### src/rtl/i2c_frame_guard.sv
module i2c_frame_guard #(
  parameter int          FRAME_BITS = 9,
  parameter logic [7:0]  IDLE_CODE  = 8'hF8,
  parameter logic [7:0]  ERR_CODE   = 8'h00,
  localparam int         CW         = $clog2(FRAME_BITS)
) (
  input  logic          clk,
  input  logic          rst_n,
  input  logic          scl_in,
  input  logic          sda_in,
  input  logic          involved,
  input  logic          irq_clear,
  output logic          bus_error,
  output logic          release_lines,
  output logic          irq,
  output logic [7:0]    status,
  output logic [CW-1:0] bit_pos
);

  localparam logic [CW-1:0] LAST_POS = CW'(FRAME_BITS - 1);

  logic [1:0] scl_sync, sda_sync;
  logic       scl_d, sda_d, in_clock;

  wire scl_q    = scl_sync[1];
  wire sda_q    = sda_sync[1];
  wire scl_high = scl_q & scl_d;
  wire start_c  = scl_high & sda_d & ~sda_q;
  wire stop_c   = scl_high & ~sda_d & sda_q;
  wire cond     = start_c | stop_c;
  wire scl_rise = scl_q & ~scl_d;
  wire scl_fall = ~scl_q & scl_d;
  wire err      = cond & involved & (bit_pos != '0);

  always_ff @(posedge clk or negedge rst_n) begin
    if (!rst_n) begin
      scl_sync <= 2'b11;
      sda_sync <= 2'b11;
      scl_d    <= 1'b1;
      sda_d    <= 1'b1;
    end else begin
      scl_sync <= {scl_sync[0], scl_in};
      sda_sync <= {sda_sync[0], sda_in};
      scl_d    <= scl_q;
      sda_d    <= sda_q;
    end
  end

  always_ff @(posedge clk or negedge rst_n) begin
    if (!rst_n) begin
      bit_pos  <= '0;
      in_clock <= 1'b0;
    end else if (cond) begin
      bit_pos  <= '0;
      in_clock <= 1'b0;
    end else if (scl_rise) begin
      in_clock <= 1'b1;
    end else if (scl_fall && in_clock) begin
      in_clock <= 1'b0;
      bit_pos  <= (bit_pos == LAST_POS) ? '0 : bit_pos + 1'b1;
    end
  end

  always_ff @(posedge clk or negedge rst_n) begin
    if (!rst_n) begin
      bus_error     <= 1'b0;
      irq           <= 1'b0;
      release_lines <= 1'b0;
      status        <= IDLE_CODE;
    end else begin
      bus_error <= err;
      if (err) begin
        irq           <= 1'b1;
        release_lines <= 1'b1;
        status        <= ERR_CODE;
      end else if (irq_clear) begin
        irq           <= 1'b0;
        release_lines <= 1'b0;
        status        <= IDLE_CODE;
      end
    end
  end

  assert_error_needs_involved_R6: assert property (@(posedge clk) disable iff (!rst_n)
    bus_error |-> $past(involved));

  assert_error_not_at_boundary_R5: assert property (@(posedge clk) disable iff (!rst_n)
    bus_error |-> $past(bit_pos) != '0);

  assert_error_effects_R7: assert property (@(posedge clk) disable iff (!rst_n)
    bus_error |-> (irq && release_lines && status == ERR_CODE));

  assert_error_single_pulse_R7: assert property (@(posedge clk) disable iff (!rst_n)
    bus_error |=> !bus_error);

  assert_clear_restores_R8: assert property (@(posedge clk) disable iff (!rst_n)
    $fell(irq) |-> (status == IDLE_CODE && !release_lines));

  assert_status_codes_R8: assert property (@(posedge clk) disable iff (!rst_n)
    status == IDLE_CODE || status == ERR_CODE);

  assert_pos_range_R9: assert property (@(posedge clk) disable iff (!rst_n)
    bit_pos <= LAST_POS);

endmodule

### config.mk
export PLATFORM = sky130hd
export DESIGN_NAME = i2c_frame_guard
export DESIGN_NICKNAME = d
export VERILOG_FILES = /design/src/rtl/i2c_frame_guard.sv
export SDC_FILE = /design/constraint.sdc
export NUM_CORES = 1
export LEC_CHECK = 0
export BUFFER_PORTS_ARGS = -buffer_cell sky130_fd_sc_hd__clkbuf_2
export CAP_MARGIN = 20
export CORE_MARGIN = 4
export CORE_UTILIZATION = 47
export CTS_CLUSTER_SIZE = 8
export DETAILED_ROUTE_END_ITERATION = 8
export PLACE_DENSITY = 0.85
export SYNTH_ARGS = -nofsm -noshare
export SYNTH_HDL_FRONTEND = slang
export SYNTH_SLANG_ARGS = --single-unit
### constraint.sdc
create_clock -name clk -period 1.5 [get_ports clk]
set_input_delay 0.15 -clock clk [delete_from_list [all_inputs] [get_ports clk]]
set_output_delay 0.15 -clock clk [all_outputs]
set_load 0.02 [all_outputs]
==> results of run 1 <==
[kinds of logic (layout without fill, tap and decap cells)]
family	after synthesis	count (layout)	synth area share, %
AOI/OAI and AO/OA	9	9	9.18
xor gates and xnor gates	2	2	2.73
adders and majority gates	2	2	3.91
buffers and inverters	15	32	13.5
DFF	14	14	56.1
muxes	2	2	3.13
other	1	3	0.585
and+or+nand+nor	10	10	10.9
[worst max-delay path by stage]
stage          cells past startpoint              end  slack, ns
6_report                           5  irq$_DFFE_PN0P_       0.12
5_1_grt                            5  irq$_DFFE_PN0P_       0.07
4_1_cts                            5  irq$_DFFE_PN0P_       0.12
3_5_place_dp                       5  irq$_DFFE_PN0P_       0.13
3_3_place_gp                       5  irq$_DFFE_PN0P_       0.20
2_1_floorplan                      5  irq$_DFFE_PN0P_       0.14
[layer usage]
metal / up-vias / part of all wire [%]
met1: 202 / 40
met4: 0 / 1.1
li1: 210 / -
met2: 13 / 53
met3: 2 / 6.0
met5: - / 0
[power by group through the flow]
stage,registers [mW],clock network [mW],logic [mW]
3_5_place_dp,0.464,0,0.224
5_1_grt,0.463,0.288,0.252
4_1_cts,0.457,0.276,0.231
3_3_place_gp,0.461,0,0.215
2_1_floorplan,0.497,0,0.123
6_report,0.456,0.266,0.227
[flip-flops by register name, summed over array words and instances, names as in the netlist]
| signal | cells |
|---|---|
| bit_pos | 4 |
| bus_error | 1 |
| in_clock | 1 |
| irq | 1 |
| scl_d | 1 |
| scl_sync | 2 |
| sda_d | 1 |
| sda_sync | 2 |
| status | 1 |
[synthesized netlist by cell type (all sizes together) (2+ instances only)]
| master | number | area [sq um] |
|---|---|---|
| nand2 | 2 | 7.51 |
| o21ai | 2 | 10.0 |
| or3 | 2 | 12.5 |
| dfstp | 7 | 184 |
| a21oi | 3 | 15.0 |
| buf | 8 | 60.1 |
| mux2i | 2 | 20.0 |
| o221ai | 2 | 17.5 |
| ha | 2 | 25.0 |
| inv | 7 | 26.3 |
| dfrtp | 7 | 175 |
[placed cells by master (no fill, tap or decap), drive strengths merged, types with 2 or more instances in the layout]
cell / netlist / routed
dlygate4sd3: 0 / 3
or3: 2 / 2
a21oi: 3 / 3
conb: 1 / 3
o21ai: 2 / 2
dfstp: 7 / 7
dfrtp: 7 / 7
inv: 7 / 7
o221ai: 2 / 2
mux2i: 2 / 2
nand2: 2 / 2
ha: 2 / 2
clkbuf: 0 / 21
[through the flow]
step	total power, mW	utilization, %	instances	instance area (sq um)
2_1_floorplan	0.620	-	57	648
3_3_place_gp	0.676	54.4	82	699
3_5_place_dp	0.689	54.4	82	699
4_1_cts	0.964	59.6	89	766
5_1_grt	1.00	59.6	89	766
6_report	0.949	59.6	89	766
[repair_timing]
action	4_1_cts	5_1_grt
buffers inserted	0	0
resized for setup	0	0
hold endpoints to repair	9	0
hold buffers	3	0
[area by class of cell]
cell class | instances | area (sq um)
Clock buffer | 4 | 36.3
Fill cell | 113 | 519
Inverter | 7 | 26.3
Multi-Input combinational cell | 28 | 203
Sequential cell | 14 | 359
Tap cell | 15 | 18.8
Timing Repair Buffer | 21 | 123
==> impl_summary.txt, run 1 <==
----------------------------------------------------
[Detailed routing]
  Via density per instance ... 4.80
  Total via count after detailed routing ... 427
  First-pass iteration count of the detailed router ... 4
  Final ANT Viol Nets ... 0
  Detailed-route wire length ... 1.03 mm
  DRC marker count from the first detailed-route iteration ... 7
  Routed wire per std cell ... 11.5 um
  DRC violation count after routing ... 0

[Timing]
  Setup tns final ... 0 ns
  Period Utilization, post-route ... 91.8%
  Tightest hold margin ... 0.0711 ns
  Final worst-path setup slack ... 0.123 ns
  Post-layout minimum cycle time ... 1.38 ns
  Slew Limit Fails ... 0
  Number of hold violations in the final report ... 0
  Final setup violation count ... 0
  RSZ-0062 raised after global routing ... no
  Fmax ... 0.726 GHz
  Largest clock skew in the final design ... 0.00373 ns

[Logic synthesis]
  Total standard cell area after synthesis ... 641 sq um
  Main flop type after synthesis ... dfstp_2
  Ys async rst share ... 100%
  Number of register bits inferred by synthesis ... 14
  Share of synthesized area occupied by flip-flops and latches ... 56.1%
  Gate count after technology mapping ... 55
  Number of different library cells in the post-synthesis netlist ... 22
  Mean cell area of the mapped netlist ... 11.6 sq um
  Number of synthesized flops with an enable pin ... 0
  Total of warnings raised by yosys ... 0

[Global route]
  Most used routing layer ... met2
  Met1 layer usage reported by global route ... 15.3%
  Via count of the first global-routing pass ... 373
  Total routing usage reported by global routing ... 11.8%
  Initial antenna violation count ... 0
  Total grt overflow ... 0
  GR met2 Demand/Resource ... 18.9%
  GR Layer Usage met3 ... 2.39%
  Largest net degree at the start of global routing ... 15
  Wire length of the first global-routing pass ... 1.65 mm

[Worst hold path]
  Type of the most critical hold path ... input pin to flip-flop
  Cell count of the worst hold path ... 2
  Startpoint of the tightest hold check path ... irq_clear
  Worst Hold End ... irq$_DFFE_PN0P_

[Power and ir drop]
  Proportion of power drawn by combinational gates ... 23.9%
  IR Drop Worst-Case VDD ... 673 uV
  Part of the total power dissipated in the clock network ... 28.0%
  Switching Power ... 0.285 mW
  Internal power component ... 0.664 mW
  Sw Ratio ... 30.1%
  Sequential power share ... 48.1%
  Power density over the cells ... 1240 nW/um^2
  Leakage Power ... 0.392 nW

[Clocking]
  Clock tree from TritonCTS ... built
  Clock latency on the worst-skew pair ... 0.28 ns
  Inserted Clock Buffers ... 3
  Number of clock sinks ... 14
  Clock root buffer ... clkbuf_4
  Clock buffer depth ... 2
  Clock transition time at the flip-flop clock pins of the worst setup and hold paths ... 0.08 ns
  H-tree depth reported by CTS ... 1

[Cells and area]
  Share of post-route cells with drive strength above 1 ... 40.5%
  Diodes inserted ... 0
  Synthesis-to-finish area growth ... 19.5%
  Final #Nets ... 83

[Floorplan]
  Effective utilization at floorplan ... 49.9%
  Full die area ... 2020 sq um
  Boundary pin count ... 21
  Number of rows created at floorplan ... 13
  Die Ht ... 44.9 um
  Die outline width ... 44.9 um
  Core ar. ... 1280 sq um

[Critical path]
  Startpoint kind of the worst setup timing path ... flip-flop
  Startpoint-to-endpoint class of the critical path ... flip-flop to flip-flop
  Critical path launch point ... bit_pos[0]$_DFFE_PN0P_
  Largest delay share family, worst path ... simple AND/OR/NAND/NOR gates
  Cells along the critical path ... inv_1 -> ha_1 -> or3b_1 -> nand4_1 -> o21ai_0
  Launch point of the worst reg-to-reg path ... bit_pos[0]$_DFFE_PN0P_
  End of the worst register-to-register path ... irq$_DFFE_PN0P_
  Slowest stage cell, crit path ... dfrtp_1
  Critical Path AT ... 1.54 ns
  Maximum net fanout on the critical path ... 5
  Number of buffers and inverters on the critical path ... 1
  Worst Path Required ... 1.66 ns
  Register-to-register path setup slack ... 0.12 ns
  Worst stage delay on the critical path ... 0.43 ns
  Crit. End Element ... flip-flop
  Cells on worst reg2reg path ... 5

[Outcome]
  Result of the run ... finished clean

[Placement]
  Worst setup timing slack at the placement stage ... 0.133 ns
  HPWL Detailed ... 809 um
  I/O Buffers ... 17
  Weighted congestion reported at the end of routability-driven placement ... 0.702

[Flow run]
  Maxcap violations ... 0

----------------------------------------------------
Note: power is estimated with default switching activity, not from simulation.
==> inputs of run 2 (changes only) <==
- HOLD_SLACK_MARGIN: unset -> 0.1
==> run 2 against run 1 <==
Effect of this change: sequential power hardly changed; critical endpoint unchanged; non-clock buffer count increased by 1; first-iteration DRC count down 14%; largest cell class unchanged; via count increased by 1.6%; final cell count increased by 1.1%; flip-flop and latch count unchanged; global-route usage up 0.083 points.
==> impl_summary.txt, run 2 (synthesis results as in run 1) <==
----------------------------------------------------
[Outcome]
  Result of the run ... finished clean (unchanged)

[Global route]
  Initial antenna violation count ... 0 (unchanged)
  Wire length of the first global-routing pass ... 1.66 mm (was 1.65 mm)
  Via count of the first global-routing pass ... 378 (was 373)
  Total routing usage reported by global routing ... 11.9% (was 11.8%)
  Largest net degree at the start of global routing ... 15 (unchanged)
  Total grt overflow ... 0 (unchanged)

[Clocking]
  Clock root buffer ... clkbuf_4 (unchanged)
  Clock buffer depth ... 2 (unchanged)
  Post-CTS Setup Repair Bufs ... 0 (unchanged)
  H-tree depth reported by CTS ... 1 (unchanged)
  Inserted Clock Buffers ... 3 (unchanged)
  Number of clock sinks ... 14 (unchanged)
  Clock latency on the worst-skew pair ... 0.28 ns (about the same)
  Clock tree from TritonCTS ... built (unchanged)
  Clock transition time at the flip-flop clock pins of the worst setup and hold paths ... 0.08 ns (about the same)

[Critical path]
  Worst stage delay on the critical path ... 0.43 ns (about the same)
  Maximum net fanout on the critical path ... 5 (unchanged)
  Slowest stage cell, crit path ... dfrtp_1 (unchanged)
  Critical path launch point ... bit_pos[0]$_DFFE_PN0P_ (unchanged)
  Worst Path Required ... 1.66 ns (about the same)
  Register-to-register path setup slack ... 0.12 ns (about the same)
  Launch point of the worst reg-to-reg path ... bit_pos[0]$_DFFE_PN0P_ (unchanged)
  Crit. End Element ... flip-flop (unchanged)
  Startpoint kind of the worst setup timing path ... flip-flop (unchanged)
  Number of buffers and inverters on the critical path ... 1 (unchanged)
  Cells along the critical path ... inv_1 -> ha_1 -> or3b_1 -> nand4_1 -> o21ai_0 (unchanged)
  Cells on worst reg2reg path ... 5 (unchanged)
  Critical Path AT ... 1.54 ns (about the same)
  Startpoint-to-endpoint class of the critical path ... flip-flop to flip-flop (unchanged)
  Stages on worst setup path ... 5 (unchanged)
  End point of the critical path ... irq$_DFFE_PN0P_ (unchanged)
  End of the worst register-to-register path ... irq$_DFFE_PN0P_ (unchanged)
  Largest delay share family, worst path ... simple AND/OR/NAND/NOR gates (unchanged)

[Placement]
  HPWL Detailed ... 809 um (unchanged)
  Weighted congestion reported at the end of routability-driven placement ... 0.702 (unchanged)
  Worst setup timing slack at the placement stage ... 0.133 ns (unchanged)
  I/O Buffers ... 17 (unchanged)

[Detailed routing]
  Detailed-route wire length ... 1.04 mm (was 1.03 mm)
  Final ANT Viol Nets ... 0 (unchanged)
  First-pass iteration count of the detailed router ... 4 (unchanged)
  Met3 routed WL ... 62 um (unchanged)
  Total via count after detailed routing ... 434 (was 427)
  DRC violation count after routing ... 0 (unchanged)
  DRC marker count from the first detailed-route iteration ... 6 (was 7)
  Top Metal Used ... met4 (unchanged)
  Met2 routed WL ... 555 um (was 547 um)
  Routed wire per std cell ... 11.5 um (about the same)
  Via density per instance ... 4.82 (was 4.80)
  Wl on met1 ... 408 um (was 406 um)

[Floorplan]
  Effective utilization at floorplan ... 49.9% (unchanged)
  Number of rows created at floorplan ... 13 (unchanged)
  Die Ht ... 44.9 um (unchanged)
  Core ar. ... 1280 sq um (unchanged)
  Full die area ... 2020 sq um (unchanged)
  Boundary pin count ... 21 (unchanged)
  Die outline width ... 44.9 um (unchanged)

[Timing]
  Setup tns final ... 0 ns (unchanged)
  Fmax ... 0.726 GHz (about the same)
  Largest clock skew in the final design ... 0.00279 ns (was 0.00373 ns)
  Slew Limit Fails ... 0 (unchanged)
  RSZ-0062 raised after global routing ... no (unchanged)
  Post-layout minimum cycle time ... 1.38 ns (about the same)
  Final worst-path setup slack ... 0.123 ns (about the same)
  Final setup violation count ... 0 (unchanged)
  Period Utilization, post-route ... 91.8% (about the same)
  Number of hold violations in the final report ... 0 (unchanged)

[Power and ir drop]
  IR Drop Worst-Case VDD ... 673 uV (about the same)
  Power density over the cells ... 1230 nW/um^2 (was 1240 nW/um^2)
  Leakage Power ... 0.396 nW (was 0.392 nW)

[Cells and area]
  Number of flip-flops in the largest register ... 4 (unchanged)
  Most common library cell in the layout ignoring fill and taps ... clkbuf_2 (unchanged)
  Final #Nets ... 84 (was 83)
  Share of post-route cells with drive strength above 1 ... 40.0% (was 40.5%)
  Commonest non-fill, non-tap cells in the layout ... 17 x clkbuf_2, 7 x inv_1, 7 x dfrtp_1, 7 x dfstp_2, 4 x dlygate4sd3_1 (was 17 x clkbuf_2, 7 x inv_1, 7 x dfrtp_1, 7 x dfstp_2)
  Diodes inserted ... 0 (unchanged)
  Fillers ... 112 (was 113)
  Largest registers ranked by flip-flop count ... bit_pos: 4 flops, scl_sync: 2 flops, sda_sync: 2 flops (unchanged)
  Biggest register ... bit_pos (unchanged)
  Synthesis-to-finish area growth ... 21.1% (was 19.5%)

[Flow run]
  Maxcap violations ... 0 (unchanged)

[Worst hold path]
  Type of the most critical hold path ... input pin to flip-flop (unchanged)

----------------------------------------------------
-- run 2: area by class of cell --
class | count | area [sq um] | share of cell area [%]
tap | 15 | 18.8 | 2.42
sequential | 14 | 359 | 46.3
clock buffer | 4 | 36.3 | 4.68
multi-input combinational | 28 | 203 | 26.1
timing repair buffer | 22 | 133 | 17.1
inverter | 7 | 26.3 | 3.39
-- run 2: repair_timing --
action,in CTS,in global routing
hold endpoints to repair,18,0
hold buffers,4,0
gates resized for setup,0,0
-- run 2: routing by layer --
layer / GRT usage [%] / vias to the layer above
met5: 0 / -
met4: 5.26 / 0
met3: 2.39 / 2
met2: 19.2 / 13
met1: 15.3 / 207
li1: - / 212
-- run 2: report_power, final --
part / leakage, nW / switching, mW / internal [mW]
logic: 0.208 / 0.134 / 0.0948
registers: 0.167 / 0.0334 / 0.423
clock network: 0.0210 / 0.119 / 0.148
total: 0.396 / 0.287 / 0.665
-- run 2: per-stage QoR --
step / utilization (%) / hold slack, ns / total power [mW] / area (sq um) / instances
after floorplan: - / -0.146 / 0.620 / 648 / 57
after global placement: 54.4 / 0.0561 / 0.676 / 699 / 82
after detailed placement: 54.4 / 0.0670 / 0.689 / 699 / 82
after CTS: 60.4 / 0.125 / 0.966 / 776 / 90
after global routing: 60.4 / 0.136 / 1.01 / 776 / 90
final: 60.4 / 0.133 / 0.952 / 776 / 90
-- run 2: worst min-delay path by stage --
stage / start / end / slack [ns] / depth (start not counted)
after global placement: rst_n / in_clock$_DFFE_PN0P_ / 0.06 / 1
after global routing: involved / bus_error$_DFF_PN0_ / 0.14 / 3
after floorplan: rst_n / bit_pos[0]$_DFFE_PN0P_ / -0.15 / 0
after CTS: involved / bus_error$_DFF_PN0_ / 0.12 / 3
after detailed placement: rst_n / in_clock$_DFFE_PN0P_ / 0.07 / 1
final: involved / bus_error$_DFF_PN0_ / 0.13 / 3
-- run 2: tightest hold or removal path: cells and delay by family --
family | cells | cell delay, ns
and+or+nand+nor | 1 | 0.10
buffers and inverters | 2 | 0.13
==> inputs of run 3 (changes only) <==
- ABC_AREA: unset -> 1
- CORE_UTILIZATION: 47 -> 51
- CTS_BUF_LIST: unset -> sky130_fd_sc_hd__clkbuf_8
- PLACE_DENSITY: 0.85 -> 0.9
==> run 3 against run 2 <==
Effect of this change: hold slack better by 0.029 ns; clock skew is 0.0040 ns higher; area after synthesis is 6.1% higher; via count is 11% higher; utilization is 8.3 points higher; global-route usage is 1.5 points higher; wire length is 11% higher; maximum frequency is 22% higher; setup slack better by 0.24 ns; power is 13% higher; non-clock buffer count is 2 lower; clock-buffer cell count stayed put; critical endpoint is now bit_pos[0]$_DFFE_PN0P_.
==> impl_summary.txt, run 3 <==
----------------------------------------------------
[Logic synthesis]
  Share of the synthesized area in the top cell type ... 27.1% (was 28.7%)
  Mean cell area of the mapped netlist ... 9.44 sq um (was 11.6 sq um)
  Total standard cell area after synthesis ... 679 sq um (was 641 sq um)
  Gate count after technology mapping ... 72 (was 55)
  Number of synthesized flops with an enable pin ... 0 (unchanged)
  Yosys top cell by area ... dfstp_2 (unchanged)
  Number of register bits inferred by synthesis ... 14 (unchanged)
  Number of different library cells in the post-synthesis netlist ... 17 (was 22)
  Top area cells in the synthesized netlist ... dfstp_2 27%, dfrtp_1 26%, nand2_1 9.9% (was dfstp_2 29%, dfrtp_1 27%, buf_4 9.4%)
  Main flop type after synthesis ... dfstp_2 (unchanged)
  Total of warnings raised by yosys ... 0 (unchanged)
  Most frequent cells after synthesis ... 18 x nand2_1, 8 x buf_4, 8 x inv_1, 7 x dfrtp_1, 7 x dfstp_2 (was 8 x buf_4, 7 x dfrtp_1, 7 x dfstp_2, 7 x inv_1, 3 x a21oi_1)
  Count leader, synth ... nand2_1 (was buf_4)
  Share of synthesized area occupied by flip-flops and latches ... 52.9% (was 56.1%)
  Ys async rst share ... 100% (unchanged)

[Detailed routing]
  DRC violation count after routing ... 0 (unchanged)
  Total via count after detailed routing ... 482 (was 434)
  Final ANT Viol Nets ... 0 (unchanged)
  Routed wire per std cell ... 11.0 um (was 11.5 um)
  Detailed-route wire length ... 1.15 mm (was 1.04 mm)
  Via density per instance ... 4.63 (was 4.82)
  DRC marker count from the first detailed-route iteration ... 5 (was 6)
  First-pass iteration count of the detailed router ... 2 (was 4)

[Cells and area]
  Commonest non-fill, non-tap cells in the layout ... 18 x nand2_1, 17 x clkbuf_2, 8 x inv_1, 7 x dfrtp_1, 7 x dfstp_2 (was 17 x clkbuf_2, 7 x inv_1, 7 x dfrtp_1, 7 x dfstp_2, 4 x dlygate4sd3_1)
  Synthesis-to-finish area growth ... 19.9% (was 21.1%)
  Largest registers ranked by flip-flop count ... bit_pos: 4 flops, scl_sync: 2 flops, sda_sync: 2 flops (unchanged)
  Share of the core filled with cells ... 68.7% (was 60.4%)
  Final Cell Area ... 815 sq um (was 776 sq um)
  Fillers ... 94 (was 112)
  Number of flip-flops in the largest register ... 4 (unchanged)
  Share of post-route cells with drive strength above 1 ... 38.9% (was 40.0%)
  Final #Nets ... 99 (was 84)
  Diodes inserted ... 0 (unchanged)
  Biggest register ... bit_pos (unchanged)
  Most common library cell in the layout ignoring fill and taps ... nand2_1 (was clkbuf_2)

[Timing]
  Setup tns final ... 0 ns (unchanged)
  Post-layout minimum cycle time ... 1.13 ns (was 1.38 ns)
  Slew Limit Fails ... 0 (unchanged)
  Period Utilization, post-route ... 75.5% (was 91.8%)
  Largest clock skew in the final design ... 0.00675 ns (was 0.00279 ns)
  Number of hold violations in the final report ... 0 (unchanged)
  Fmax ... 0.883 GHz (was 0.726 GHz)
  RSZ-0062 raised after global routing ... no (unchanged)
  Final setup violation count ... 0 (unchanged)

[Power and ir drop]
  IR Drop Worst-Case VDD ... 774 uV (was 673 uV)
  Power density over the cells ... 1320 nW/um^2 (was 1230 nW/um^2)
  Leakage Power ... 0.444 nW (was 0.396 nW)
  Overall power consumption ... 1.07 mW (was 0.952 mW)

[Clocking]
  Clock latency on the worst-skew pair ... 0.25 ns (was 0.28 ns)
  Post-CTS Setup Repair Bufs ... 0 (unchanged)
  H-tree depth reported by CTS ... 1 (unchanged)
  Clock tree from TritonCTS ... built (unchanged)
  Clock buffer depth ... 2 (unchanged)
  Inserted Clock Buffers ... 3 (unchanged)
  Number of clock sinks ... 14 (unchanged)
  Clock transition time at the flip-flop clock pins of the worst setup and hold paths ... 0.06 ns (was 0.08 ns)
  Clock root buffer ... clkbuf_8 (was clkbuf_4)

[Outcome]
  Result of the run ... finished clean (unchanged)

[Global route]
  Wire length of the first global-routing pass ... 1.81 mm (was 1.66 mm)
  Total grt overflow ... 0 (unchanged)
  Total routing usage reported by global routing ... 13.4% (was 11.9%)
  Via count of the first global-routing pass ... 411 (was 378)
  Initial antenna violation count ... 0 (unchanged)
  Largest net degree at the start of global routing ... 15 (unchanged)

[Floorplan]
  Core ar. ... 1190 sq um (was 1280 sq um)
  Boundary pin count ... 21 (unchanged)
  Die Ht ... 44.5 um (was 44.9 um)
  Die outline width ... 44.5 um (was 44.9 um)
  Full die area ... 1980 sq um (was 2020 sq um)
  Number of rows created at floorplan ... 12 (was 13)
  Effective utilization at floorplan ... 57.3% (was 49.9%)

[Placement]
  I/O Buffers ... 17 (unchanged)
  HPWL Detailed ... 801 um (was 809 um)
  Placed instance area ... 729 sq um (was 699 sq um)
  Weighted congestion reported at the end of routability-driven placement ... 0.756 (was 0.702)

[Flow run]
  Maxcap violations ... 0 (unchanged)

[Critical path]
  Maximum net fanout on the critical path ... 6 (was 5)
  Startpoint kind of the worst setup timing path ... flip-flop (unchanged)
  Worst Path Required ... 1.64 ns (was 1.66 ns)
  Critical Path AT ... 1.27 ns (was 1.54 ns)
  Startpoint-to-endpoint class of the critical path ... flip-flop to flip-flop (unchanged)
  Crit. End Element ... flip-flop (unchanged)

[Worst hold path]
  Type of the most critical hold path ... input pin to flip-flop (unchanged)

----------------------------------------------------
[run 3: metal layers]
metal | global-route usage (%) | vias up | share of wire (%)
met5 | 0 | - | 0
met4 | 10.8 | 0 | 2.7
met3 | 4.88 | 4 | 8.5
met2 | 21.8 | 20 | 47
met1 | 13.5 | 214 | 41
li1 | - | 244 | -
[run 3: through the flow]
| stage | std cells | setup slack [ns] | hold slack (ns) |
|---|---|---|---|
| after floorplan | 74 | 0.310 | -0.146 |
| after global placement | 97 | 0.391 | 0.0642 |
| after detailed placement | 97 | 0.366 | 0.0727 |
| after CTS | 104 | 0.355 | 0.158 |
| after global routing | 104 | 0.280 | 0.180 |
| final | 104 | 0.367 | 0.162 |
[run 3: repair_timing]
action | 4_1_cts | 5_1_grt
gates resized for setup | 0 | 0
endpoints found under the hold margin | 16 | 0
hold buffers | 3 | 0
[run 3: power breakdown]
group          switching, mW  internal [mW]
Combinational          0.151         0.0832
Sequential            0.0464          0.426
Clock                  0.132          0.232
[run 3: cells by family after synthesis]
kind of cell    after synthesis  share of synthesized area (%)
simple gates                 35                           26.5
buf+inv                      18                           14.4
flops                        14                           52.9
fa+ha+maj                     2                           3.68
compound gates                1                          0.736
xor+xnor                      1                           1.29
other cells                   1                          0.552
[run 3: worst paths after layout]
path | start | end | slack, ns | cells past startpoint
max | bit_pos[0]$_DFFE_PN0P_ | bit_pos[0]$_DFFE_PN0P_ | 0.37 | 7
min | irq_clear | status[6]$_DFFE_PN1P_ | 0.16 | 3
max reg2reg | bit_pos[0]$_DFFE_PN0P_ | bit_pos[0]$_DFFE_PN0P_ | 0.37 | 7
min reg2reg | sda_sync[0]$_DFF_PN1_ | sda_sync[1]$_DFF_PN1_ | 0.36 | 0
max in group asynchronous | rst_n | status[6]$_DFFE_PN1P_ | 0.87 | 2
min in group asynchronous | rst_n | bit_pos[0]$_DFFE_PN0P_ | 0.33 | 2
[run 3: area by class of cell]
cell class / count / area (sq um) / area share [%]
Sequential cell: 14 / 359 / 44.1
Multi-Input combinational cell: 42 / 230 / 28.3
Timing Repair Buffer: 20 / 115 / 14.1
Clock buffer: 4 / 55.1 / 6.76
Inverter: 10 / 37.5 / 4.61
Tap cell: 14 / 17.5 / 2.15
[run 3: critical path, cell delays in order (launching register included)]
cell and delay [ns]:
dfrtp_1 0.43, inv_1 0.09, ha_1 0.16, nand2_1 0.06, nor2_2 0.12, nor2_4 0.05, nand2_1 0.06, nand2_1 0.05
